$ cat src/rtl/phy_regfile_pkg.sv
package phy_regfile_pkg;

    localparam int DATA_W = 8;
    localparam int ADDR_W = 4;
    localparam int STAT_W = 4;

    localparam logic [2:0] A_FLAGS  = 3'd5;
    localparam logic [2:0] A_WDOG   = 3'd6;
    localparam logic [2:0] A_SELECT = 3'd7;

    localparam int B_TMO   = 7;
    localparam int B_EVT   = 6;
    localparam int B_ACCEL = 1;
    localparam int B_MULTI = 0;

    typedef enum logic [2:0] {
        PG_PSTAT = 3'd0,
        PG_VID   = 3'd1,
        PG_VDEP  = 3'd7
    } page_e;

    typedef enum logic [2:0] {
        WIN_BASE,
        WIN_PSTAT,
        WIN_VID,
        WIN_VDEP,
        WIN_NONE
    } win_e;

endpackage

$ cat src/rtl/prf_sticky_flag.sv
module prf_sticky_flag (
    input  logic clk,
    input  logic rst_n,
    input  logic set_i,
    input  logic clr_i,
    output logic q_o
);
    always_ff @(posedge clk or negedge rst_n) begin
        if (!rst_n)
            q_o <= 1'b0;
        else if (set_i)
            q_o <= 1'b1;
        else if (clr_i)
            q_o <= 1'b0;
    end
endmodule

$ cat src/rtl/prf_change_det.sv
module prf_change_det #(
    parameter int NPORT  = 2,
    parameter int STAT_W = 4
) (
    input  logic                    clk,
    input  logic                    rst_n,
    input  logic [NPORT*STAT_W-1:0] status_i,
    input  logic [NPORT-1:0]        inten_i,
    output logic                    hit_o
);
    logic [NPORT-1:0] port_hit;

    for (genvar p = 0; p < NPORT; p++) begin : g_port
        logic [STAT_W-1:0] prev_q;
        always_ff @(posedge clk or negedge rst_n) begin
            if (!rst_n)
                prev_q <= '0;
            else
                prev_q <= status_i[p*STAT_W +: STAT_W];
        end
        assign port_hit[p] = inten_i[p] && (prev_q != status_i[p*STAT_W +: STAT_W]);
    end

    assign hit_o = |port_hit;
endmodule

$ cat src/rtl/prf_window_dec.sv
module prf_window_dec
    import phy_regfile_pkg::*;
#(
    parameter int NPORT     = 2,
    parameter int VDEP_PORT = 1
) (
    input  logic       upper_i,
    input  logic [2:0] page_i,
    input  logic [3:0] port_i,
    output win_e       win_o
);
    logic port_ok;
    assign port_ok = (int'(port_i) < NPORT);

    always_comb begin
        win_o = WIN_NONE;
        if (!upper_i) begin
            win_o = WIN_BASE;
        end else begin
            unique case (page_i)
                PG_PSTAT: win_o = port_ok ? WIN_PSTAT : WIN_NONE;
                PG_VID:   win_o = WIN_VID;
                PG_VDEP:  win_o = (int'(port_i) == VDEP_PORT) ? WIN_VDEP : WIN_NONE;
                default:  win_o = WIN_NONE;
            endcase
        end
    end
endmodule

$ cat src/rtl/phy_regfile.sv
module phy_regfile
    import phy_regfile_pkg::*;
#(
    parameter int          NPORT      = 2,
    parameter int          VDEP_PORT  = 1,
    parameter logic [23:0] VENDOR_ID  = 24'h00A0B1,
    parameter logic [23:0] PRODUCT_ID = 24'h5C2D3E
) (
    input  logic                    clk,
    input  logic                    rst_n,
    input  logic [ADDR_W-1:0]       addr,
    input  logic                    wr_en,
    input  logic [DATA_W-1:0]       wdata,
    output logic [DATA_W-1:0]       rdata,
    input  logic [NPORT*STAT_W-1:0] port_status,
    input  logic [NPORT-1:0]        port_resume,
    input  logic                    arb_timeout,
    input  logic                    susp_mode,
    output logic                    accel_en,
    output logic                    multi_en
);
    localparam int IDX_W    = (NPORT > 1) ? $clog2(NPORT) : 1;
    localparam int WIN_SPAN = 1 << (ADDR_W - 1);

    logic [2:0]        sel_page;
    logic [3:0]        sel_port;
    logic              wdog_q;
    logic              tmo_q;
    logic              evt_q;
    logic [NPORT-1:0]  inten_q;
    logic [DATA_W-1:0] vdep_q [WIN_SPAN];

    win_e              win;
    logic [2:0]        off;
    logic [IDX_W-1:0]  pidx;
    logic              stat_hit;
    logic              evt_set;
    logic              flags_wr;

    assign off      = addr[2:0];
    assign pidx     = sel_port[IDX_W-1:0];
    assign flags_wr = wr_en && (win == WIN_BASE) && (off == A_FLAGS);

    prf_window_dec #(.NPORT(NPORT), .VDEP_PORT(VDEP_PORT)) u_dec (
        .upper_i (addr[ADDR_W-1]),
        .page_i  (sel_page),
        .port_i  (sel_port),
        .win_o   (win)
    );

    prf_change_det #(.NPORT(NPORT), .STAT_W(STAT_W)) u_chg (
        .clk      (clk),
        .rst_n    (rst_n),
        .status_i (port_status),
        .inten_i  (inten_q),
        .hit_o    (stat_hit)
    );

    assign evt_set = susp_mode && (stat_hit || (wdog_q && (|port_resume)));

    prf_sticky_flag u_tmo (
        .clk   (clk),
        .rst_n (rst_n),
        .set_i (arb_timeout),
        .clr_i (flags_wr && wdata[B_TMO]),
        .q_o   (tmo_q)
    );

    prf_sticky_flag u_evt (
        .clk   (clk),
        .rst_n (rst_n),
        .set_i (evt_set),
        .clr_i (flags_wr && wdata[B_EVT]),
        .q_o   (evt_q)
    );

    // Base map and window storage
    always_ff @(posedge clk or negedge rst_n) begin
        if (!rst_n) begin
            accel_en <= 1'b0;
            multi_en <= 1'b0;
            wdog_q   <= 1'b0;
            sel_page <= '0;
            sel_port <= '0;
            inten_q  <= '0;
        end else if (wr_en) begin
            if (win == WIN_BASE) begin
                unique case (off)
                    A_FLAGS: begin
                        accel_en <= wdata[B_ACCEL];
                        multi_en <= wdata[B_MULTI];
                    end
                    A_WDOG:   wdog_q <= wdata[0];
                    A_SELECT: begin
                        sel_page <= wdata[7:5];
                        sel_port <= wdata[3:0];
                    end
                    default: ;
                endcase
            end else if (win == WIN_PSTAT && off == 3'd1) begin
                inten_q[pidx] <= wdata[0];
            end
        end
    end

    for (genvar i = 0; i < WIN_SPAN; i++) begin : g_vdep
        always_ff @(posedge clk or negedge rst_n) begin
            if (!rst_n)
                vdep_q[i] <= '0;
            else if (wr_en && win == WIN_VDEP && int'(off) == i)
                vdep_q[i] <= wdata;
        end
    end

    function automatic logic [DATA_W-1:0] vid_byte(input logic [2:0] o);
        unique case (o)
            3'd0:    return VENDOR_ID[23:16];
            3'd1:    return VENDOR_ID[15:8];
            3'd2:    return VENDOR_ID[7:0];
            3'd3:    return PRODUCT_ID[23:16];
            3'd4:    return PRODUCT_ID[15:8];
            3'd5:    return PRODUCT_ID[7:0];
            default: return '0;
        endcase
    endfunction

    // Read path
    always_comb begin
        rdata = '0;
        unique case (win)
            WIN_BASE: begin
                unique case (off)
                    A_FLAGS:  rdata = {tmo_q, evt_q, 4'b0, accel_en, multi_en};
                    A_WDOG:   rdata = {7'b0, wdog_q};
                    A_SELECT: rdata = {sel_page, 1'b0, sel_port};
                    default:  rdata = '0;
                endcase
            end
            WIN_PSTAT: begin
                if (off == 3'd0)
                    rdata = {port_status[int'(pidx)*STAT_W +: STAT_W], 4'b0};
                else if (off == 3'd1)
                    rdata = {7'b0, inten_q[pidx]};
            end
            WIN_VID:  rdata = vid_byte(off);
            WIN_VDEP: rdata = vdep_q[off];
            default:  rdata = '0;
        endcase
    end
endmodule

$ cat config.mk
export PLATFORM = sky130hd
export DESIGN_NAME = phy_regfile
export DESIGN_NICKNAME = d
export VERILOG_FILES = /design/src/rtl/phy_regfile_pkg.sv /design/src/rtl/prf_sticky_flag.sv /design/src/rtl/prf_change_det.sv /design/src/rtl/prf_window_dec.sv /design/src/rtl/phy_regfile.sv
export SDC_FILE = /design/constraint.sdc
export NUM_CORES = 1
export LEC_CHECK = 0
export BUFFER_PORTS_ARGS = -buffer_cell sky130_fd_sc_hd__buf_2
export CORE_UTILIZATION = 60
export DETAILED_ROUTE_END_ITERATION = 10
export PLACE_DENSITY = 0.8
export SYNTH_ARGS = -nofsm -noshare
export SYNTH_HDL_FRONTEND = slang
export SYNTH_SLANG_ARGS = --single-unit
$ cat constraint.sdc
create_clock -name clk -period 3.05 [get_ports clk]
set_clock_uncertainty 0.1 [all_clocks]
set_input_delay 0.305 -clock clk [delete_from_list [all_inputs] [get_ports clk]]
set_output_delay 0.305 -clock clk [all_outputs]
set_load 0.01 [all_outputs]
Yosys cells after proc, flatten, opt, wreduce, memory -nomap -nowiden
Cells that the tools add are included.
{"block": "word_totals", "ff_bits": 86, "inputBits": 27}
{"block": "op_classes", "n_lt_le_gt_ge": 4, "eq_ne": 22, "shift": 1, "muxes": 21, "bitwise_logic": 2, "reduce_logical": 32}
{"op": "$pmux 8 s5", "n": 1}
{"op": "$pmux 8 s4", "n": 1}
{"op": "$eq 3x3->1 const B", "n": 9}
{"op": "$bmux 8 s3", "n": 1}
{"op": "$mux 8", "n": 3}
{"op": "$pmux 8 s3", "n": 1}
{"op": "$logic_and 1x1->1", "n": 19}
{"op": "$eq 3x2->1 const B", "n": 6}
{"op": "$eq 3x1->1 const B", "n": 4}
{"op": "$logic_not 3->1", "n": 4}
{"op": "$reduce_and 3->1", "n": 4}
{"op": "$mux 3", "n": 3}
{"op": "$pmux 3 s3", "n": 1}
{"op": "$mux 1", "n": 8}
{"op": "$ne 4x4->1", "n": 2}
{"op": "$shiftx 8x4->4", "n": 1}
{"op": "$eq 4x2->1 const B", "n": 1}
{"op": "$ge 4x4->1 const B", "n": 1}
{"op": "$lt 4x2->1 const B", "n": 1}
{"op": "$not 3->4", "n": 1}
{"op": "$reduce_bool 2->1", "n": 2}
{"op": "$reduce_or 2->1", "n": 2}
{"op": "$bwmux 2", "n": 1}
{"op": "$lt 1x2->1 const B", "n": 1}
{"op": "4 further kinds", "n": 4}

Depth between registers and ports, before layout
Gate-level depths: netlist of the first run.
{"block": "depth", "word_depth": 10, "depth_mapped": 7, "mapped_depth_nobuf": 4}

Hierarchy
A second synthesis of the first run with hierarchy kept.
{"block": "unflattened", "cells_unflattened": 353, "hier_area_um2": 4495.6}
{"mod": "phy_regfile", "instances": 1, "cells_per_inst": 317, "area_per_inst_um2": 4062.6, "seq_area_each_um2": 1901.8}
{"mod": "prf_change_det", "instances": 1, "cells_per_inst": 19, "area_per_inst_um2": 291.5, "seq_area_each_um2": 200.2}
{"mod": "prf_sticky_flag", "instances": 2, "cells_per_inst": 3, "area_per_inst_um2": 36.3, "seq_area_each_um2": 25.0}
{"mod": "prf_window_dec", "instances": 1, "cells_per_inst": 11, "area_per_inst_um2": 68.8, "seq_area_each_um2": 0.0}

Least setup slack after synthesis of the first run
No wires, ideal clock.
{"block": "synth_path", "path_kind": "in2out", "startpoint": "input port addr[0]", "endpoint": "output port rdata[4]", "arrival_ns": 1.602, "required_time_ns": 2.645, "path_slack_ns": 1.043, "cell_stages": 5, "path_cell_list": "buf_2 > buf_2 > mux4_2 > mux2i_1 > o221ai_1"}
{"block": "synth_via", "elab_chain_len": 5}
{"item": "from (decl)", "line": "phy_regfile.sv:11", "source": "input logic [ADDR_W-1:0] addr,"}
{"item": "$not 3->4 (implied by the code)", "line": "phy_regfile.sv:146", "source": "WIN_VDEP: rdata = vdep_q[off];"}
{"item": "$bmux 8 s3", "line": "phy_regfile.sv:146"}
{"item": "$mux 8 (implied by the code) (2 in a row)", "line": "phy_regfile.sv:146"}
{"item": "$pmux 8 s4 *", "line": "phy_regfile.sv:130", "source": "unique case (win)"}
{"item": "to (decl)", "line": "phy_regfile.sv:14", "source": "output logic [DATA_W-1:0] rdata,"}
Mark *: on every way between the ends. The rest lies on a longest branch, timed or not. The select of a mux whose other input is x is not followed.

Worst setup path after layout of the first run
{"block": "layout_path", "startpoint": "register sel_page[2]", "endpoint": "output port rdata[5]"}
{"block": "layout_via", "elab_chain_len": 5}
{"item": "from (decl)", "line": "phy_regfile.sv:25", "source": "logic [2:0] sel_page;"}
{"item": "from (signal assigned)", "line": "phy_regfile.sv:95", "source": "sel_page <= wdata[7:5];"}
{"item": "$eq 3x3->1 (tied with other cells)", "line": "prf_window_dec.sv:20", "source": "unique case (page_i)"}
{"item": "$pmux 3 s3 *", "line": "prf_window_dec.sv:20"}
{"item": "$mux 3 *", "line": "prf_window_dec.sv:17", "source": "if (!upper_i) begin"}
{"item": "$eq 3x2->1 (tied with other cells)", "line": "phy_regfile.sv:130"}
{"item": "$pmux 8 s4 *", "line": "phy_regfile.sv:130"}
Mark *: on every way between the ends. The rest lies on a longest branch, timed or not.

==> reports/results.ini, run 1 <==
[outcome]
outcome = finished clean

[critical_path]
required_ns = 2.64
critPathSlowestCell = or3b_2
worst_ep_arrival_time_ns = 2.38
startpoint_type = register
r2r_start = sel_page[2]
cp_num_buf_inv = 1
end_kind = output port
crit_start = sel_page[2]
critPathMaxFanout = 7
worstSetupPathType = register to output port
path_depth = 5
reg2reg_to = vdep_q[11]
r2r.worst_path.cells = 4
path_delay_family = simple AND/OR/NAND/NOR gates
max_stage_delay_ns = 0.56
reg2reg_slack_ns = 0.72
crit_chain = and4_1, nand3_1, or3b_2, o2111ai_1, buf_2

[synth]
syn_inst = 304
synth.net_count = 331
yosys_warnings = 0
synthFlopType = dfrtp_1
synth_area_leaders = dfrtp_1 (50%), mux2_2 (19%), mux4_2 (8.4%), mux2_4 (2.8%), mux2i_1 (2.3%)
synth_top_family_by_area = multiplexers
synth-edff-count = 0
avgSynthCellArea_um2 = 14.2
async_reset_ff_share_pct = 100
synth_top_area_share_pct = 50.0
yosys.area_share.adder_pct = 0
yosysMostFrequentCell = dfrtp_1
synth_area_leader_cell = dfrtp_1
synth-seq-area-share_pct = 50.0
synth_mux_area_share_pct = 32.6
synth-simple-area-share_pct = 9.27
ys_types = 49
yosys-top-cells-count = dfrtp_1 (86), mux2_2 (73), mux4_2 (16)
synth_compound_area_share_pct = 4.39
yosys_register_bits = 86
netlist_area_um2 = 4310
synth_xor_area_share_pct = 1.63

[power_and_ir_drop]
ir_worst_vdd_mv = 0.301
p_leak_uw = 0.00227
switching_share_pct = 25.5
p_switching_uw = 613
p_int_uw = 1800
p_seq_share_pct = 51.8
p_per_area_nw_per_um2 = 496
combPwrFrac_pct = 11.2
p_clk_share_pct = 37.0

[global_route]
grt_pass1_vias = 2830
grt_util_all_layers_pct = 27.0
grt_pass1_wl_um = 14800
antenna_found_initial = 0
grt_overflow = 0
grt_max_degree = 87

[clock_tree]
clockRootBuffer = clkbuf_8
cts_sinks = 86
clk_pin_slew_worst_paths_ns = 0.08
cts_buffers = 9
worstSkewPairLatency_ns = 0.35
cts_resized = 0
cts.path.max_buffers = 2
cts_tree = yes
htreeDepth = 3

[routing]
first_pass_iters = 4
drc = 0
final_antenna_net_count = 0
wl_per_cell_um = 20.7
met1Wirelength_um = 4000
wl_met3_um = 405
highest_layer = met4
drt-initial-drc-count = 203
via_per_inst = 6.21
vias = 2765
wl_met2_um = 4560
drt_wl_total_um = 9220

[sta]
setup_viol = 0
tightest_slew_ns = 1.05
fin_setup_tns_ns = 0
min_period_ns = 2.78
max_slew_margin_pct = 30.2
slew_violations = 0
whs_ns = 0.0196
setup_slack_ns = 0.269
period_share_pct = 91.2
fmax_ghz = 0.360
rsz0062_at_grt = no
hold_viol_final = 0

[placed_design]
dp_hpwl_um = 6070
dpl_worst_slack_ns = 0.608
gp_congestion = 0.847
port_buffers = 36
dp.cells = 421

[final_layout]
antenna-diode-count = 0
nets = 371
area_growth_syn_to_layout_pct = 12.8
fillers = 499
fin_cells = 445
final_core_util_pct = 70.7
drive_gt1_share_pct = 48.1

[die]
core_um2 = 6870
rows = 30
die_w_um = 86.7
die-area_um2 = 7520
die_h_um = 86.7
initial_utilization_pct = 62.7
ioPinCount = 37

[worst_hold_path]
hold_path.class = input pin to asynchronous set/reset pin

[flow_run]
maxCapViolations = 0

## power by group through the flow
stage | logic [µW] | clock network, µW | registers (µW)
4_1_cts | 270 | 908 | 1250
6_report | 269 | 891 | 1250
3_3_place_gp | 255 | 0 | 1270
3_5_place_dp | 260 | 0 | 1270
2_1_floorplan | 184 | 0 | 1240
5_1_grt | 294 | 953 | 1260
## registers in the layout, summed over array words and instances (netlist names)
name	flops
inten_q	2
sel_page	3
sel_port	4
vdep_q	64
u_chg.g_port.prev_q	8
u_evt.q_o	1
accel_en	1
multi_en	1
u_tmo.q_o	1
wdog_q	1
## metal layers
layer	global-route usage (%)	vias up
met4	10.0	0
met1	36.6	1432
li1	-	1225
met3	5.43	23
met5	0	-
met2	43.5	85
## cell usage in the layout (no fill, tap or decap), drive strengths merged, types with 4 or more instances in the layout
master and n:
xor2 8, nor2 10, mux2 81, buf 41, nand2 8, nand4 4, dlygate4sd3 8, clkbuf 11
mux4 16, o21ai 7, nor3b 4, nor3 5, mux2i 10, nand2b 4, dfrtp 86, a21oi 5
## per-stage QoR
| stage | power [µW] | area, µm² |
|---|---|---|
| 6_report | 2410 | 4860 |
| 2_1_floorplan | 1430 | 4310 |
| 4_1_cts | 2420 | 4860 |
| 3_5_place_dp | 1530 | 4550 |
| 5_1_grt | 2500 | 4860 |
| 3_3_place_gp | 1520 | 4550 |
## cells by family (layout without fill, tap and decap cells)
logic type,Yosys count,after routing
buf+inv,20,65
simple gates,55,55
flops,86,86
xor+xnor,8,8
compound gates,28,28
mux,107,107
## cell type report
cell class	count	area, µm²	share of cell area [%]
Multi-Input combinational cell	198	2060	42.4
Clock buffer	11	141	2.91
Tap cell	96	120	2.47
Clock inverter	5	82.6	1.70
Timing Repair Buffer	49	300	6.18
Sequential cell	86	2150	44.3
## repair_timing
action | CTS | global route
endpoints found under the hold margin | 8 | 0
hold buffers | 8 | 0
setup buffers | 0 | 0
## how the worst max path moves through the flow
stage / endpoint / slack (ns)
after floorplan: rdata[4] / 1.04
after global placement: rdata[5] / 0.65
after detailed placement: rdata[5] / 0.61
after CTS: rdata[5] / 0.30
after global routing: rdata[5] / 0.19
final: rdata[5] / 0.27
(Power assumes the default switching activity.)
==> inputs of run 2 (changes only) <==
PLACE_DENSITY = default   (was 0.8)
PLACE_DENSITY_LB_ADDON = 0.1   (was default)
==> run 2 against run 1 <==
Maximum frequency is 0.42% higher. Cell count stayed put. Count of clock-buffer cells in the layout is 1 higher. Cell area is 0.10% lower. Critical endpoint unchanged. Worst setup slack better by 0.012 ns. Flip-flop and latch count stayed put. Non-clock buffer count is 1 higher. Wire length is 0.13% lower. First-iteration DRC count is 3.9% higher. Combinational power hardly changed. Sequential share of layout area hardly changed.
==> reports/results.ini, run 2 (synthesis results as in run 1) <==
[power_and_ir_drop]
ir_worst_vdd_mv = 0.332
switching_share_pct = 25.0
p_int_uw = 1790
p_seq_share_pct = 52.3
p_clk_share_pct = 36.5
p_switching_uw = 598
p_total_uw = 2390
p_leak_uw = 0.00227
combPwrFrac_pct = 11.2
p_per_area_nw_per_um2 = 492

[critical_path]
r2r_start = sel_page[1]
startpoint_type = register
required_ns = 2.64
reg2reg_slack_ns = 0.72
reg2reg_to = vdep_q[13]
critPathMaxFanout = 7
r2r.worst_path.cells = 5
worstSetupPathType = register to output port
worst_ep_arrival_time_ns = 2.36
end_kind = output port

[clock_tree]
cts_resized = 0
clockRootBuffer = clkbuf_8
cts_hold_buf = 7
postCtsSetupRepairBufs = 0
cts_buffers = 9
htreeDepth = 3
clk_pin_slew_worst_paths_ns = 0.08
cts.path.max_buffers = 2
cts_sinks = 86
cts_tree = yes
worstSkewPairLatency_ns = 0.35

[outcome]
outcome = finished clean

[final_layout]
final_cell_mix = dfrtp_1 (86), mux2_2 (73), buf_2 (35)
largest_registers = vdep_q (64), u_chg.g_port.prev_q (8), sel_port (4)
nets = 372
largest_reg_flops = 64
area_growth_syn_to_layout_pct = 12.7
mostFrequentLayoutCell = dfrtp_1
drive_gt1_share_pct = 48.1
top_register = vdep_q
antenna-diode-count = 0

[flow_run]
maxCapViolations = 0

[sta]
min_period_ns = 2.77
tightest_slew_ns = 1.06
setup_slack_ns = 0.281
max_slew_margin_pct = 29.1
rsz0062_at_grt = no
period_share_pct = 90.8
hold_viol_final = 0
setup_viol = 0
fin_setup_tns_ns = 0
fmax_ghz = 0.361
slew_violations = 0

[die]
rows = 30
die_w_um = 86.7
die-area_um2 = 7520
core_um2 = 6870
initial_utilization_pct = 62.7
die_h_um = 86.7
ioPinCount = 37

[global_route]
busiest_layer = met2
use_met2_pct = 45.5
grt_max_degree = 87
grt_use_met1_pct = 35.7
grt_overflow = 0
antenna_found_initial = 0
grt_pass1_vias = 2838
grtUsageMet3_pct = 4.67
grt_util_all_layers_pct = 27.0
grt_pass1_wl_um = 14700

[routing]
via_per_inst = 6.15
wl_per_cell_um = 20.7
final_antenna_net_count = 0
first_pass_iters = 4
vias = 2737
drc = 0
drt-initial-drc-count = 211
drt_wl_total_um = 9210

[placed_design]
gp_congestion = 0.772
port_buffers = 36
dpl_worst_slack_ns = 0.493
dp_hpwl_um = 6040

[worst_hold_path]
hold_path.class = input pin to asynchronous set/reset pin

[run 2: power groups by stage]
stage	combinational [µW]	clock, µW	sequential (µW)
after floorplan	184	0	1240
after global placement	257	0	1270
after detailed placement	261	0	1270
after CTS	269	885	1250
after global routing	291	921	1260
final	268	873	1250
[run 2: layer usage]
| metal | vias up | wire [µm] | part of all wire (%) |
|---|---|---|---|
| li1 | 1227 | - | - |
| met1 | 1405 | 4110 | 45 |
| met4 | 0 | 145 | 1.6 |
| met2 | 92 | 4480 | 49 |
| met3 | 13 | 468 | 5.1 |
| met5 | - | 0 | 0 |
[run 2: critical path, cell delays in order, from the launching register on]
cell	delay (ns)
dfrtp_1	0.45
and4_1	0.40
nand3_1	0.34
or3b_2	0.55
o2111ai_1	0.11
buf_2	0.17
[run 2: how the worst max path moves through the flow]
stage,depth (start not counted),from,to,slack (ns)
floorplan,5,addr[0],rdata[4],1.04
global placement,6,addr[0],rdata[7],0.50
detailed placement,6,addr[0],rdata[7],0.49
CTS,5,sel_page[1],rdata[5],0.28
global route,5,sel_page[1],rdata[5],0.13
finish,5,sel_page[1],rdata[5],0.28
[run 2: area by class of cell]
class	count	area (µm²)
clock inverters	3	68.8
clock buffers	12	145
well taps	96	120
flip-flops and latches	86	2150
repair buffers	50	305
multi-input cells	198	2060
fillers	493	2020
[run 2: stage by stage]
step                hold WS, ns  cells  util (%)  cell area, µm²
finish                   0.0159    445      70.6            4850
global route            0.00549    445      70.6            4850
CTS                     0.00787    445      70.6            4850
detailed placement        0.351    423      66.5            4570
global placement          0.350    423      66.5            4570
floorplan               -0.0906    304         -            4310
